<file path="src/rtl/sreg_pkg.sv">
package sreg_pkg;

    // Direction bit carried first in every frame
    typedef enum logic {
        DIR_WR = 1'b0,
        DIR_RD = 1'b1
    } dir_e;

    // Raw or synchronized serial pins
    typedef struct packed {
        logic cs_n;
        logic sck;
        logic sdi;
    } pins_t;

    localparam pins_t PINS_IDLE = '{cs_n: 1'b1, sck: 1'b0, sdi: 1'b0};

    // Per-cycle serial events after edge detection
    typedef struct packed {
        logic rise;   // sck rising while selected
        logic fall;   // sck falling while selected
        logic idle;   // chip select inactive
        logic sdi;    // synchronized data level
    } evt_t;

    function automatic int frame_len(input int aw, input int dw);
        return 1 + aw + dw;
    endfunction

endpackage

</file>
<file path="src/rtl/sreg_sync.sv">
module sreg_sync #(
    parameter int          W       = 3,
    parameter int          STAGES  = 2,
    parameter logic [W-1:0] RST_VAL = '0
) (
    input  logic         clk,
    input  logic         rst,
    input  logic [W-1:0] d,
    output logic [W-1:0] q
);
    logic [STAGES-1:0][W-1:0] stg;

    always_ff @(posedge clk) begin
        if (rst) stg <= {STAGES{RST_VAL}};
        else     stg <= {stg[STAGES-2:0], d};
    end

    assign q = stg[STAGES-1];
endmodule

</file>
<file path="src/rtl/sreg_edge.sv">
module sreg_edge
    import sreg_pkg::*;
(
    input  logic  clk,
    input  logic  rst,
    input  pins_t s,
    output evt_t  ev
);
    logic sck_q;

    always_ff @(posedge clk) begin
        if (rst) sck_q <= 1'b0;
        else     sck_q <= s.sck;
    end

    assign ev.rise = s.sck & ~sck_q & ~s.cs_n;
    assign ev.fall = ~s.sck & sck_q & ~s.cs_n;
    assign ev.idle = s.cs_n;
    assign ev.sdi  = s.sdi;
endmodule

</file>
<file path="src/rtl/sreg_frame.sv">
module sreg_frame
    import sreg_pkg::*;
#(
    parameter int ADDR_W = 7,
    parameter int DATA_W = 8,
    parameter int CNT_W  = 5
) (
    input  logic              clk,
    input  logic              rst,
    input  evt_t              ev,
    output logic [CNT_W-1:0]  cnt,
    output dir_e              dir,
    output logic [ADDR_W-1:0] addr,
    output logic [DATA_W-1:0] data,
    output logic              re,
    output logic              we
);
    localparam int               FRAME_BITS = frame_len(ADDR_W, DATA_W);
    localparam logic [CNT_W-1:0] C_LAST_A   = CNT_W'(ADDR_W);
    localparam logic [CNT_W-1:0] C_LAST     = CNT_W'(FRAME_BITS - 1);
    localparam logic [CNT_W-1:0] C_FULL     = CNT_W'(FRAME_BITS);

    always_ff @(posedge clk) begin
        if (rst) begin
            cnt  <= '0;
            dir  <= DIR_WR;
            addr <= '0;
            data <= '0;
            re   <= 1'b0;
            we   <= 1'b0;
        end else begin
            re <= 1'b0;
            we <= 1'b0;
            if (ev.idle) begin
                cnt <= '0;
            end else if (ev.rise && cnt < C_FULL) begin
                cnt <= cnt + 1'b1;
                if (cnt == '0)
                    dir <= dir_e'(ev.sdi);
                else if (cnt <= C_LAST_A)
                    addr <= {ev.sdi, addr[ADDR_W-1:1]};
                else
                    data <= {ev.sdi, data[DATA_W-1:1]};
                if (cnt == C_LAST_A && dir == DIR_RD) re <= 1'b1;
                if (cnt == C_LAST   && dir == DIR_WR) we <= 1'b1;
            end
        end
    end
endmodule

</file>
<file path="src/rtl/sreg_sdo.sv">
module sreg_sdo
    import sreg_pkg::*;
#(
    parameter int ADDR_W = 7,
    parameter int DATA_W = 8,
    parameter int CNT_W  = 5
) (
    input  logic              clk,
    input  logic              rst,
    input  evt_t              ev,
    input  logic              edge_sel,
    input  logic [CNT_W-1:0]  cnt,
    input  dir_e              dir,
    input  logic              re,
    input  logic [DATA_W-1:0] rdata,
    output logic              sdo,
    output logic              oe
);
    localparam int               FRAME_BITS = frame_len(ADDR_W, DATA_W);
    localparam logic [CNT_W-1:0] C_D1       = CNT_W'(ADDR_W + 1);
    localparam logic [CNT_W-1:0] C_RISE_END = CNT_W'(FRAME_BITS - 2);
    localparam logic [CNT_W-1:0] C_FALL_END = CNT_W'(FRAME_BITS - 1);

    logic [DATA_W-1:0] rsh;
    logic              rise_go;
    logic              fall_go;

    // Rising mode: D0 leaves with the read strobe, D1..D7 on later rises.
    // Falling mode: D0..D7 on the falls after the address is complete.
    assign rise_go = !edge_sel && ev.rise && dir == DIR_RD &&
                     cnt >= C_D1 && cnt <= C_RISE_END;
    assign fall_go = edge_sel && ev.fall && dir == DIR_RD &&
                     cnt >= C_D1 && cnt <= C_FALL_END;

    always_ff @(posedge clk) begin
        if (rst) begin
            rsh <= '0;
            sdo <= 1'b0;
            oe  <= 1'b0;
        end else if (ev.idle) begin
            sdo <= 1'b0;
            oe  <= 1'b0;
        end else if (re) begin
            if (edge_sel) begin
                rsh <= rdata;
            end else begin
                rsh <= rdata >> 1;
                sdo <= rdata[0];
                oe  <= 1'b1;
            end
        end else if (rise_go || fall_go) begin
            sdo <= rsh[0];
            rsh <= rsh >> 1;
            oe  <= 1'b1;
        end
    end
endmodule

</file>
<file path="src/rtl/sreg_slave.sv">
module sreg_slave
    import sreg_pkg::*;
#(
    parameter int ADDR_W      = 7,
    parameter int DATA_W      = 8,
    parameter int SYNC_STAGES = 2
) (
    input  logic              clk,
    input  logic              rst,
    input  logic              cs_n_i,
    input  logic              sck_i,
    input  logic              sdi_i,
    input  logic              edge_sel_i,
    output logic              sdo_o,
    output logic              sdo_oe_o,
    output logic [ADDR_W-1:0] reg_addr_o,
    output logic [DATA_W-1:0] reg_wdata_o,
    output logic              reg_we_o,
    output logic              reg_re_o,
    input  logic [DATA_W-1:0] reg_rdata_i
);
    localparam int PIN_W = $bits(pins_t);
    localparam int CNT_W = $clog2(frame_len(ADDR_W, DATA_W) + 1);

    pins_t             raw;
    pins_t             syn;
    evt_t              ev;
    logic [CNT_W-1:0]  cnt;
    dir_e              dir;

    assign raw = '{cs_n: cs_n_i, sck: sck_i, sdi: sdi_i};

    sreg_sync #(
        .W      (PIN_W),
        .STAGES (SYNC_STAGES),
        .RST_VAL(PINS_IDLE)
    ) u_sync (
        .clk(clk),
        .rst(rst),
        .d  (raw),
        .q  (syn)
    );

    sreg_edge u_edge (
        .clk(clk),
        .rst(rst),
        .s  (syn),
        .ev (ev)
    );

    sreg_frame #(
        .ADDR_W(ADDR_W),
        .DATA_W(DATA_W),
        .CNT_W (CNT_W)
    ) u_frame (
        .clk (clk),
        .rst (rst),
        .ev  (ev),
        .cnt (cnt),
        .dir (dir),
        .addr(reg_addr_o),
        .data(reg_wdata_o),
        .re  (reg_re_o),
        .we  (reg_we_o)
    );

    sreg_sdo #(
        .ADDR_W(ADDR_W),
        .DATA_W(DATA_W),
        .CNT_W (CNT_W)
    ) u_sdo (
        .clk     (clk),
        .rst     (rst),
        .ev      (ev),
        .edge_sel(edge_sel_i),
        .cnt     (cnt),
        .dir     (dir),
        .re      (reg_re_o),
        .rdata   (reg_rdata_i),
        .sdo     (sdo_o),
        .oe      (sdo_oe_o)
    );
endmodule

</file>
<file path="config.mk">
export PLATFORM = sky130hd
export DESIGN_NAME = sreg_slave
export DESIGN_NICKNAME = d
export VERILOG_FILES = /design/src/rtl/sreg_pkg.sv /design/src/rtl/sreg_sync.sv /design/src/rtl/sreg_edge.sv /design/src/rtl/sreg_frame.sv /design/src/rtl/sreg_sdo.sv /design/src/rtl/sreg_slave.sv
export SDC_FILE = /design/constraint.sdc
export NUM_CORES = 1
export LEC_CHECK = 0
export ABC_CLOCK_PERIOD_IN_PS = 2070
export BUFFER_PORTS_ARGS = -buffer_cell sky130_fd_sc_hd__buf_2
export CORE_AREA = 4 4 74 76
export DETAILED_ROUTE_END_ITERATION = 16
export DIE_AREA = 0 0 78 80
export SKIP_CTS_REPAIR_TIMING = 1
export SLEW_MARGIN = 5
export SYNTH_ARGS = -nofsm -noshare
export SYNTH_HDL_FRONTEND = slang
export SYNTH_HIERARCHICAL = 1
export SYNTH_SLANG_ARGS = --single-unit
</file>
<file path="constraint.sdc">
create_clock -name clk -period 2.07 [get_ports clk]
set_input_delay 0.1035 -clock clk [delete_from_list [all_inputs] [get_ports clk]]
set_output_delay 0.1035 -clock clk [all_outputs]
set_load 0.01 [all_outputs]
</file>
==> results by stage <==
Power and ir drop:
- For this design the total switching power over the nets is 0.318 mW.
- The worst IR drop on VDD is 0.371 mV.
- Per report_power, the combinational group accounts for 4.3% of the total.
- The total power per unit cell area is 671 mW/mm^2.
- Net switching is 21.3% of the power.
- In this run the static leakage power is 0.970 nW.
- The internal cell power is 1.17 mW.
- The clock network is responsible for 43.5% of the overall power.
- The relative contribution of sequential cells to total power is 52.2%.

Worst setup path:
- The critical path goes through nor3b_2 -> or2b_1 -> a2111o_1 -> mux2i_1.
- In this run the critical register-to-register path is launched from u_sync/q[1].
- The cell type of the slowest stage on the worst timing path is sky130_fd_sc_hd__a2111o_1.
- The sort of element at the end of the critical path is a flip-flop.
- The largest fanout of any net on the critical path is 8.
- STA puts the critical path data required time at 2.23 ns.
- In this design, the stage delay of the slowest critical-path cell is 0.54 ns.
- STA classifies the critical path startpoint as a flip-flop.
- The worst setup path is of the reg2reg kind.
- The arrival time of the worst setup path is 1.96 ns.
- The startpoint of the worst setup timing path is u_sync/q[1].

Synth:
- For this run, the leading register cell type out of synthesis is sky130_fd_sc_hd__dfxtp_1.
- Counting flops with a built-in enable in the synthesized netlist gives 0.
- Sequential cells were found to cover 42.2% of the synthesized design area.
- The cell count after synthesis came out at 182.
- The number of unique standard cell types used by synthesis is 42.
- The synthesized area is 0.00190 mm^2.
- After synthesis the netlist holds a flip-flop and latch count of 40.
- The net count after synthesis is 199.
- Of all flip-flops after synthesis, the portion carrying an async set or reset was 0%.
- For this run, the number of Yosys warnings is 6.
- In this run the mean area of a mapped cell was 10.4 um^2.

Global routing:
- Global routing finished with a remaining overflow of 0.
- Global routing consumed, over all layers together, 11.2% of the routing resources.
- The initial antenna violation count is 0.
- The number of global-route vias before repair is 1213.
- Entering global routing, the biggest net connects 21 pins.
- The first global-routing pass estimated 5500 um of wire.

Clocking:
- The tree is rooted in a sky130_fd_sc_hd__clkbuf_8.
- Counting along the longest clock path gives a buffer depth of 2.
- The H-tree depth is 2.
- The tree built by TritonCTS fans out to 40 sinks.
- After clock tree synthesis, the clock-pin slew on the worst setup and hold paths is 0.08 ns.
- TritonCTS built the clock tree.
- The number of clock buffers inserted by TritonCTS is 5.
- For the worst-skew pair, the clock arrives at the later sink with an insertion delay of 0.29 ns.

Route:
- In this run the remaining antenna-violating nets after routing total 0.
- The mean number of vias per cell is 4.70.
- The first TritonRoute pass finished after 4 iterations.
- Dividing the detail-routed wire length by the instance count gives 11.8 um.
- The DRC violation total after the first TritonRoute iteration is 28.
- The overall via count from detail_route is 1324.
- In the routed design, unresolved DRC markers number 0.
- The total detailed-routing wirelength is 3340 um.

Floorplan:
- In this run the horizontal extent of the chip is 78 um.
- The core region is 0.00472 mm^2.
- In this run the count of I/O pins placed on the die edge is 33.
- The die covers 0.00624 mm^2.
- Measured along the y axis, the die boundary spans 80 um.
- The initial utilization of the core area, before any placement, comes to 40.2%.
- The number of cell rows is 25.

Timing:
- The worst hold margin is 0.0138 ns.
- The fmax is 557 MHz.
- The post-route clock period utilization is 86.7%.
- The post-layout minimum cycle time is 1.79 ns.
- The final total negative setup slack is 0 ns.
- The final clock skew is 0.0105 ns.
- The final max-slew violation count is 0.
- In this run the tightest slew margin relative to its limit is 57.1%.
- The slew at the pin with the worst max-slew slack is 0.642 ns.
- Setup violations remaining at the end of the flow were counted as 0.
- Setup repair after global routing left no endpoint under its margin.
- The number of endpoints with negative hold slack in the final report is 0.

Placement:
- The placer's final routability congestion estimate is 0.754.
- The number of placed instances, taps included, is 273.
- The estimated wirelength of the detail-placed design is 2450 um.
- Port buffering added 32 buffers.

Final layout:
- 0 antenna diodes ended up in the layout.
- The top cell types in the final layout, fill and taps aside, are 40 x sky130_fd_sc_hd__dfxtp_1, 32 x sky130_fd_sc_hd__buf_2, 32 x sky130_fd_sc_hd__mux2i_1, 26 x sky130_fd_sc_hd__nand2b_1, 13 x sky130_fd_sc_hd__nor2_1.
- Relative to the synthesized area, the layout overhead comes to 17.0%.
- The share of the core filled with cells is 47.0%.
- Of the cells placed in the final design, the portion with a size suffix greater than 1 is 25.1%.
- The library cell used most frequently in the layout, excluding fill and tap cells, is sky130_fd_sc_hd__dfxtp_1.
- The total number of nets in the final design is 231.
- The post-layout instance count excluding filler cells is 282.

Min path:
- In this run the most critical hold path is launched from sdi_i.
- The worst hold path belongs to the class in2reg.

Flow run:
- The tool flagged a number of max-cap violations equal to 0.

Run status:
- The run finished with clean final reports.
-- metal layers --
layer  share of wire (%)  up-vias  GRT usage [%]
met4                 1.6        0           5.77
met5                   0        -              0
met1                  47      613           12.9
met2                  48       15           18.6
li1                    -      691              -
met3                 3.0        5           3.39
-- power by group through the flow --
stage	clock network [mW]	registers, mW	logic (mW)
after detailed placement	0	0.795	0.0639
final	0.647	0.777	0.0645
after global placement	0	0.795	0.0638
after floorplan	0	0.794	0.0444
after global routing	0.706	0.778	0.0703
after CTS	0.676	0.777	0.0640
-- final cells by class --
| cell class | instances | area [um^2] |
|---|---|---|
| Multi-Input combinational cell | 126 | 1000 |
| Tap cell | 67 | 83.8 |
| Inverter | 3 | 11.3 |
| Sequential cell | 40 | 801 |
| Clock inverter | 3 | 47.5 |
| Clock buffer | 5 | 68.8 |
| Fill cell | 474 | 2500 |
| Timing Repair Buffer | 38 | 208 |
-- cells in the mapped netlist (all sizes together) (3+ instances only) --
master | count | area [um^2]
clkbuf | 3 | 11.3
nor2 | 13 | 48.8
ha | 3 | 37.5
mux2i | 32 | 320
a21oi | 4 | 31.3
nand3 | 3 | 15.0
or2 | 3 | 18.8
nor3b | 4 | 40.0
nor2b | 6 | 40.0
nand2b | 26 | 163
a211o | 7 | 61.3
inv | 3 | 11.3
buf | 10 | 73.8
dfxtp | 40 | 801
-- registers in the layout (all words and copies together), names as in the netlist --
name,cells
u_frame/data,8
u_sdo/rsh,8
u_frame/addr,7
u_frame/cnt,5
u_sync/q,3
u_sync/stg,3
u_edge/sck_q,1
u_frame/dir,1
u_frame/re,1
u_frame/we,1
u_sdo/oe,1
u_sdo/sdo,1
-- final timing paths --
| path | endpoint | slack, ns | cells past startpoint |
|---|---|---|---|
| hold / removal | u_sync/stg[0] | 0.01 | 2 |
| setup reg to reg | u_frame/data[2] | 0.28 | 4 |
| hold reg to reg | u_sync/q[2] | 0.42 | 1 |
| setup / recovery | u_frame/data[2] | 0.28 | 4 |
-- metrics by stage --
| step | power (mW) | setup WS, ns | area (um^2) |
|---|---|---|---|
| floorplan | 0.838 | 0.236 | 1900 |
| global route | 1.55 | 0.156 | 2220 |
| finish | 1.49 | 0.276 | 2220 |
| global placement | 0.859 | 0.344 | 2090 |
| detailed placement | 0.859 | 0.282 | 2090 |
| CTS | 1.52 | 0.264 | 2210 |
-- kinds of logic (layout without fill, tap and decap cells) --
family | count (synthesis) | after routing | synth area share (%)
AOI/OAI and AO/OA | 18 | 18 | 9.23
xor gates and xnor gates | 2 | 2 | 0.924
adders and majority gates | 3 | 3 | 1.98
buffers and inverters | 16 | 49 | 5.08
DFF | 40 | 40 | 42.2
muxes | 33 | 33 | 17.5
and+or+nand+nor | 70 | 70 | 23.1
-- critical path: cells and delay by family (launching register included) --
family / cells / cell delay (ns)
muxes: 1 / 0.18
and+or+nand+nor: 2 / 0.59
AOI/OAI and AO/OA: 1 / 0.54
DFF: 1 / 0.36
Note: power is estimated with default switching activity, not from simulation.
